--- config.mk ---
export PLATFORM = sky130hd
export DESIGN_NAME = mmu_cmd_unit
export DESIGN_NICKNAME = d
export VERILOG_FILES = /design/src/rtl/mmu_pkg.sv /design/src/rtl/mmu_fifo.sv /design/src/rtl/mmu_page_pool.sv /design/src/rtl/mmu_cmd_unit.sv
export SDC_FILE = /design/constraint.sdc
export NUM_CORES = 1
export LEC_CHECK = 0
export BUFFER_PORTS_ARGS = -buffer_cell sky130_fd_sc_hd__buf_2
export CAP_MARGIN = 15
export CORE_ASPECT_RATIO = 1.4
export CORE_MARGIN = 10
export CORE_UTILIZATION = 44
export CTS_CLUSTER_DIAMETER = 50
export DETAILED_ROUTE_END_ITERATION = 8
export PLACE_DENSITY_LB_ADDON = 0.3
export SYNTH_ARGS = -nofsm -noshare
export SYNTH_HDL_FRONTEND = slang
export SYNTH_SLANG_ARGS = --single-unit
--- constraint.sdc ---
create_clock -name clk -period 2.4 [get_ports clk]
set_input_delay 0.36 -clock clk [delete_from_list [all_inputs] [get_ports clk]]
set_output_delay 0.36 -clock clk [all_outputs]
set_load 0.01 [all_outputs]
--- src/rtl/mmu_pkg.sv ---
package mmu_pkg;
  localparam logic [2:0] OP_ALLOC  = 3'b001;
  localparam logic [2:0] OP_REL_RX = 3'b100;
  localparam logic [2:0] OP_REL_PN = 3'b101;
  localparam logic [2:0] OP_ENQ    = 3'b110;
  localparam logic [2:0] OP_TXRST  = 3'b111;

  // Opcode field of the command byte; the low five bits carry no meaning.
  function automatic logic [2:0] op_of(input logic [7:0] b);
    return b[7:5];
  endfunction

  function automatic logic is_release(input logic [2:0] op);
    return (op == OP_REL_RX) || (op == OP_REL_PN);
  endfunction
endpackage

--- src/rtl/mmu_fifo.sv ---
module mmu_fifo #(
  parameter int W     = 3,
  parameter int DEPTH = 4
) (
  input  logic         clk,
  input  logic         rst_n,
  input  logic         flush,
  input  logic         push,
  input  logic [W-1:0] push_data,
  input  logic         pop,
  output logic [W-1:0] head,
  output logic         empty,
  output logic         full
);
  localparam int AW = (DEPTH > 1) ? $clog2(DEPTH) : 1;

  logic [W-1:0]  mem [DEPTH];
  logic [AW-1:0] rd_ptr, wr_ptr;
  logic [AW:0]   count;
  logic          do_push, do_pop;

  assign empty   = (count == '0);
  assign full    = (count == (AW+1)'(DEPTH));
  assign do_push = push && !full;
  assign do_pop  = pop && !empty;
  assign head    = mem[rd_ptr];

  function automatic logic [AW-1:0] bump(input logic [AW-1:0] p);
    return (p == AW'(DEPTH-1)) ? '0 : p + 1'b1;
  endfunction

  always_ff @(posedge clk) begin
    if (do_push) mem[wr_ptr] <= push_data;
  end

  always_ff @(posedge clk) begin
    if (!rst_n || flush) begin
      rd_ptr <= '0;
      wr_ptr <= '0;
      count  <= '0;
    end else begin
      if (do_push) wr_ptr <= bump(wr_ptr);
      if (do_pop)  rd_ptr <= bump(rd_ptr);
      case ({do_push, do_pop})
        2'b10:   count <= count + 1'b1;
        2'b01:   count <= count - 1'b1;
        default: count <= count;
      endcase
    end
  end
endmodule

--- src/rtl/mmu_page_pool.sv ---
module mmu_page_pool #(
  parameter int NPAGES = 8,
  parameter int PW     = 3
) (
  input  logic              clk,
  input  logic              rst_n,
  input  logic              set_en,
  input  logic [PW-1:0]     set_idx,
  input  logic              clr_en,
  input  logic [PW-1:0]     clr_idx,
  output logic [NPAGES-1:0] used,
  output logic              free_avail,
  output logic [PW-1:0]     free_idx
);
  // Lowest-numbered free page, with a found flag in the top bit.
  function automatic logic [PW:0] pick_free(input logic [NPAGES-1:0] u);
    logic [PW:0] r;
    r = '0;
    for (int i = NPAGES - 1; i >= 0; i--)
      if (!u[i]) r = {1'b1, PW'(i)};
    return r;
  endfunction

  logic [PW:0] pick;
  assign pick       = pick_free(used);
  assign free_avail = pick[PW];
  assign free_idx   = pick[PW-1:0];

  for (genvar g = 0; g < NPAGES; g++) begin : g_page
    always_ff @(posedge clk) begin
      if (!rst_n)
        used[g] <= 1'b0;
      else if (set_en && set_idx == PW'(g))
        used[g] <= 1'b1;
      else if (clr_en && clr_idx == PW'(g))
        used[g] <= 1'b0;
    end
  end
endmodule

--- src/rtl/mmu_cmd_unit.sv ---
module mmu_cmd_unit
  import mmu_pkg::*;
#(
  parameter int NPAGES  = 8,
  parameter int PW      = $clog2(NPAGES),
  parameter int QDEPTH  = 4,
  parameter int REL_LAT = 4
) (
  input  logic              clk,
  input  logic              rst_n,
  input  logic              cmd_wr,
  input  logic [7:0]        cmd_wdata,
  output logic [7:0]        cmd_rdata,
  input  logic              pnr_wr,
  input  logic [PW-1:0]     pnr_wdata,
  output logic [PW-1:0]     pnr_rdata,
  output logic              alloc_failed,
  output logic [PW-1:0]     alloc_pnum,
  output logic              alloc_irq,
  output logic [NPAGES-1:0] pool_used,
  input  logic              tx_pop,
  output logic [PW-1:0]     tx_pnum,
  output logic              tx_empty,
  input  logic              done_push,
  input  logic [PW-1:0]     done_pnum_in,
  input  logic              done_rd,
  output logic [PW-1:0]     done_pnum,
  output logic              done_empty,
  input  logic              rx_head_valid,
  input  logic [PW-1:0]     rx_head_pnum,
  output logic              rx_pop
);
  localparam int CW = $clog2(REL_LAT + 1);

  // Strobe capture and trailing-edge decode
  logic       wr_q;
  logic [7:0] cmd_q;
  logic [2:0] op;
  logic       trail_evt, rel_start, rel_done, alloc_start, alloc_done;
  logic       enq_evt, flush_evt;

  always_ff @(posedge clk) begin
    if (!rst_n) begin
      wr_q  <= 1'b0;
      cmd_q <= '0;
    end else begin
      wr_q <= cmd_wr;
      if (cmd_wr) cmd_q <= cmd_wdata;
    end
  end

  assign op        = op_of(cmd_q);
  assign trail_evt = wr_q && !cmd_wr;

  // Release engine
  logic          busy;
  logic [CW-1:0] rel_cnt;
  logic [PW-1:0] rel_pn;
  logic          rel_ok;
  logic [PW-1:0] pnr_q;

  assign rel_start = trail_evt && is_release(op) && !busy;
  assign rel_done  = busy && (rel_cnt == '0);

  always_ff @(posedge clk) begin
    if (!rst_n) begin
      busy    <= 1'b0;
      rel_cnt <= '0;
      rel_pn  <= '0;
      rel_ok  <= 1'b0;
      rx_pop  <= 1'b0;
    end else begin
      rx_pop <= rel_start && (op == OP_REL_RX) && rx_head_valid;
      if (rel_start) begin
        busy    <= 1'b1;
        rel_cnt <= CW'(REL_LAT - 1);
        rel_pn  <= (op == OP_REL_RX) ? rx_head_pnum : pnr_q;
        rel_ok  <= (op == OP_REL_PN) || rx_head_valid;
      end else if (rel_done) begin
        busy <= 1'b0;
      end else if (busy) begin
        rel_cnt <= rel_cnt - 1'b1;
      end
    end
  end

  always_ff @(posedge clk) begin
    if (!rst_n)                pnr_q <= '0;
    else if (pnr_wr && !busy)  pnr_q <= pnr_wdata;
  end

  // Allocation engine
  logic          alloc_pend;
  logic          free_avail;
  logic [PW-1:0] free_idx;

  assign alloc_start = trail_evt && (op == OP_ALLOC) && !alloc_pend;
  assign alloc_done  = alloc_pend;

  always_ff @(posedge clk) begin
    if (!rst_n) begin
      alloc_pend   <= 1'b0;
      alloc_failed <= 1'b0;
      alloc_pnum   <= '0;
      alloc_irq    <= 1'b0;
    end else begin
      alloc_pend <= alloc_start;
      alloc_irq  <= alloc_done;
      if (alloc_start) begin
        alloc_failed <= 1'b1;
      end else if (alloc_done) begin
        alloc_failed <= !free_avail;
        if (free_avail) alloc_pnum <= free_idx;
      end
    end
  end

  mmu_page_pool #(.NPAGES(NPAGES), .PW(PW)) u_pool (
    .clk        (clk),
    .rst_n      (rst_n),
    .set_en     (alloc_done && free_avail),
    .set_idx    (free_idx),
    .clr_en     (rel_done && rel_ok),
    .clr_idx    (rel_pn),
    .used       (pool_used),
    .free_avail (free_avail),
    .free_idx   (free_idx)
  );

  // Transmit and completion queues
  logic tx_full_w, done_full_w;

  assign enq_evt   = trail_evt && (op == OP_ENQ);
  assign flush_evt = trail_evt && (op == OP_TXRST);

  mmu_fifo #(.W(PW), .DEPTH(QDEPTH)) u_txq (
    .clk       (clk),
    .rst_n     (rst_n),
    .flush     (flush_evt),
    .push      (enq_evt),
    .push_data (pnr_q),
    .pop       (tx_pop),
    .head      (tx_pnum),
    .empty     (tx_empty),
    .full      (tx_full_w)
  );

  mmu_fifo #(.W(PW), .DEPTH(QDEPTH)) u_doneq (
    .clk       (clk),
    .rst_n     (rst_n),
    .flush     (flush_evt),
    .push      (done_push),
    .push_data (done_pnum_in),
    .pop       (done_rd),
    .head      (done_pnum),
    .empty     (done_empty),
    .full      (done_full_w)
  );

  assign cmd_rdata = {7'b0, busy};
  assign pnr_rdata = pnr_q;
endmodule

==> impl_metrics.py <==
metrics = {
    "status": {
        "status": "completed",
    },
    "synth": {
        "syn-cell-area_mm2": 0.00320,
        "synth-warning-count": 0,
        "async_flop_share": 0,
        "synth.avg_cell_area_um2": 11.0,
        "yosys.area_share.adder": 0.0673,
        "synth.distinct_cells": 44,
        "synth_compound_area_frac": 0.104,
        "synthMuxAreaShare": 0.0892,
        "yosysSeqAreaShare": 0.526,
        "synth_top_family_by_area": "simple AND/OR/NAND/NOR gates",
        "synthXorXnorAreaFrac": 0.0192,
        "synth-seq-cells": 72,
        "yosys.area_share.simple": 0.135,
        "synth_flop_cell": "dfxtp_1",
        "synth-edff-count": 24,
        "syn_inst": 290,
    },
    "timing": {
        "fin_tns_setup_ns": 0,
        "finalWorstSetupSlack_ns": 0.408,
        "skew_ns": 0.00903,
        "fmax_ghz": 0.502,
        "tightestPinTransition_ns": 1.02,
        "setup-violations-final": 0,
        "rsz0062_at_grt": "no",
        "maxSlewViolCount": 0,
        "hold_viol_final": 0,
        "period_needed_ns": 1.99,
        "fin_crit_sh": 0.830,
        "slew_headroom": 0.316,
        "holdWs_ns": 0.228,
    },
    "drt": {
        "wl_met3_um": 295,
        "drc": 0,
        "route.met2.wl_um": 3080,
        "first_pass_iters": 4,
        "ant_nets": 0,
        "drtIter0Drc": 78,
        "avgViaCountPerCell": 4.88,
        "wl_met1_um": 2330,
        "routed_wl_um": 5860,
        "route.vias.total": 2148,
        "wl_per_cell_um": 13.3,
        "top_layer_used": "met4",
    },
    "clock_tree": {
        "cts_resized": 0,
        "ctsHoldBuffers": 0,
        "clock_tree.buffer_depth": 2,
        "cts_tree": "built",
        "clock_latency_ns": 0.35,
        "clock_sinks": 72,
        "path_clk_slew_ns": 0.08,
        "cts_buffers": 9,
        "clock-root-buffer": "clkbuf_8",
        "h-tree-depth": 3,
        "post-cts-setup-buffers": 0,
    },
    "finish": {
        "multi_input_area_mm2": 0.00135,
        "finish.instance_area_mm2": 0.00368,
        "finalNonFillerCells": 440,
        "seq_area_mm2": 0.00168,
        "fin_nets": 381,
        "drive_above_1_share": 0.223,
        "syn_to_final_growth_pct": 15.1,
        "n_fill_cell": 651,
        "antenna_cells": 0,
    },
    "power_and_ir_drop": {
        "leakagePower_nw": 1.49,
        "power_density_mw_per_mm2": 730,
        "p_sw_frac": 0.282,
        "p_comb_frac": 0.150,
        "net-switching-power_mw": 0.756,
        "ir_worst_vdd_mv": 0.308,
        "p_int_mw": 1.93,
        "pwr-share-seq": 0.523,
        "p_clk_frac": 0.328,
    },
    "setup_path": {
        "worstSetupPathType": "reg2reg",
        "path_buf_inv": 2,
        "crit_arrival_ns": 2.19,
        "startpoint_type": "flop",
        "r2r_start": "u_txq.count[0]",
        "startpoint": "u_txq.count[0]",
        "crit_required_ns": 2.60,
        "crit_family": "adder cells",
        "endpoint_kind": "flop",
        "crit_slowest_cell": "dfxtp_1",
        "worst_path_largest_cell_delay_ns": 0.41,
        "cp_max_fo": 5,
        "worstPathCellList": "nor2_1, a2111oi_4, inv_1, ha_1, inv_1, fa_1, xor2_1, nor2_1, xnor2_1, nor2_1",
        "worst_path_most_repeated_cell": "nor2_1",
    },
    "die": {
        "die_h_um": 121,
        "rows": 36,
        "start_util": 0.455,
        "io_pins": 58,
        "die_w_um": 92.1,
        "dieArea_mm2": 0.0111,
        "core_area_mm2": 0.00703,
    },
    "placed_design": {
        "place_area_mm2": 0.00349,
        "io_buffers": 45,
        "pre_cts_slack_ns": 0.272,
        "gp_congestion": 0.785,
        "place_inst": 424,
        "dpl.hpwl_um": 4530,
    },
    "worst_hold_path": {
        "hold_class": "in2reg",
        "min-delay-start": "done_pnum_in[2]",
    },
    "global_routing": {
        "antenna_found_initial": 0,
        "grt_max_degree": 33,
        "grt.overflow.total": 0,
        "grt_usage": 0.110,
        "grt_pass1_wl_um": 9940,
        "grt_pass1_vias": 2189,
    },
    "run": {
        "cap_violations": 0,
    },
}
==> path summary, 6_finish.rpt <==
kind	end	slack, ns	cells past startpoint
min reg2reg	alloc_pnum[2]	0.48	2
min	u_doneq.mem[1][2]	0.23	1
max reg2reg	u_txq.count[2]	0.41	10
max	u_txq.count[2]	0.41	10
==> state kept, by name, summed over array words and instances (netlist names), named ones only <==
name / count
u_txq.mem: 12
u_txq.rd_ptr: 2
u_doneq.count: 3
alloc_irq: 1
cmd_q: 3
pnr_rdata: 3
rel_ok: 1
alloc_pnum: 3
wr_q: 1
u_doneq.mem: 12
alloc_failed: 1
alloc_done: 1
u_doneq.rd_ptr: 2
busy: 1
u_txq.wr_ptr: 2
u_doneq.wr_ptr: 2
u_txq.count: 3
rel_pn: 3
rel_cnt: 3
u_pool.used: 8
rx_pop: 1
==> cells in the mapped netlist, types with 2 or more instances <==
cell type	instances	share of area
a31o_2	2	0.0055
a31oi_1	4	0.0078
xor2_1	4	0.011
nor2b_1	10	0.020
o31ai_1	3	0.0070
buf_4	8	0.019
xnor2_1	3	0.0082
mux2i_1	15	0.047
nor2_1	28	0.033
nand2_1	17	0.020
a21oi_1	13	0.020
fa_1	2	0.013
clkbuf_1	5	0.0059
o21ai_0	10	0.016
and2_1	9	0.018
nand2b_1	3	0.0059
nand4_1	4	0.0078
edfxtp_1	24	0.23
ha_1	14	0.055
and3_1	2	0.0039
o211ai_1	5	0.012
dfxtp_1	48	0.30
inv_1	23	0.027
mux4_2	6	0.042
nor3_1	5	0.0078
buf_2	2	0.0031
o211a_1	2	0.0063
o21a_1	3	0.0070
==> cell usage in the layout (no fill, tap or decap), types with 3 or more instances in the layout <==
| master | count |
|---|---|
| nor2b_1 | 10 |
| and2_1 | 9 |
| nand2b_1 | 3 |
| nand2_1 | 17 |
| a21oi_1 | 13 |
| nor3_1 | 5 |
| inv_1 | 23 |
| o21a_1 | 3 |
| ha_1 | 14 |
| xor2_1 | 4 |
| buf_4 | 4 |
| nand4_1 | 4 |
| buf_2 | 45 |
| edfxtp_1 | 24 |
| conb_1 | 7 |
| dfxtp_1 | 48 |
| o211ai_1 | 5 |
| a31oi_1 | 4 |
| inv_6 | 3 |
| o21ai_0 | 10 |
| xnor2_1 | 3 |
| nor2_1 | 28 |
| mux4_2 | 6 |
| clkbuf_8 | 9 |
| mux2i_1 | 15 |
| o31ai_1 | 3 |
==> per-layer routing <==
layer | GRT usage | vias up
met4 | 0.0619 | 0
li1 | - | 1100
met3 | 0.0372 | 14
met5 | 0 | -
met2 | 0.190 | 40
met1 | 0.112 | 994
==> cells by family (layout without fill, tap and decap cells) <==
group,count (synthesis),count (layout)
fa+ha+maj,16,16
simple gates,85,85
compound gates,49,49
buf+inv,39,88
xor+xnor,7,7
flops,72,72
mux,21,21
other cells,1,7
==> cell type report <==
type                            instances  share of cell area
Clock buffer                            9              0.0337
Clock inverter                          7              0.0167
Inverter                               23              0.0235
Multi-Input combinational cell        185               0.368
Sequential cell                        72               0.457
Tap cell                               95              0.0323
Timing Repair Buffer                   49              0.0694
==> per-stage QoR <==
step           utilization  power, mW
3_3_place_gp         0.497       1.83
3_5_place_dp         0.497       1.84
4_1_cts              0.524       2.72
2_1_floorplan            -       1.72
6_report             0.524       2.68
5_1_grt              0.524       2.84
==> power by group through the flow <==
stage,registers [mW],clock network [mW],logic [mW]
floorplan,1.42,0,0.301
detailed placement,1.43,0,0.408
global route,1.42,0.965,0.464
finish,1.40,0.879,0.402
CTS,1.41,0.907,0.410
global placement,1.43,0,0.397
Note: power is estimated with default switching activity, not from simulation.
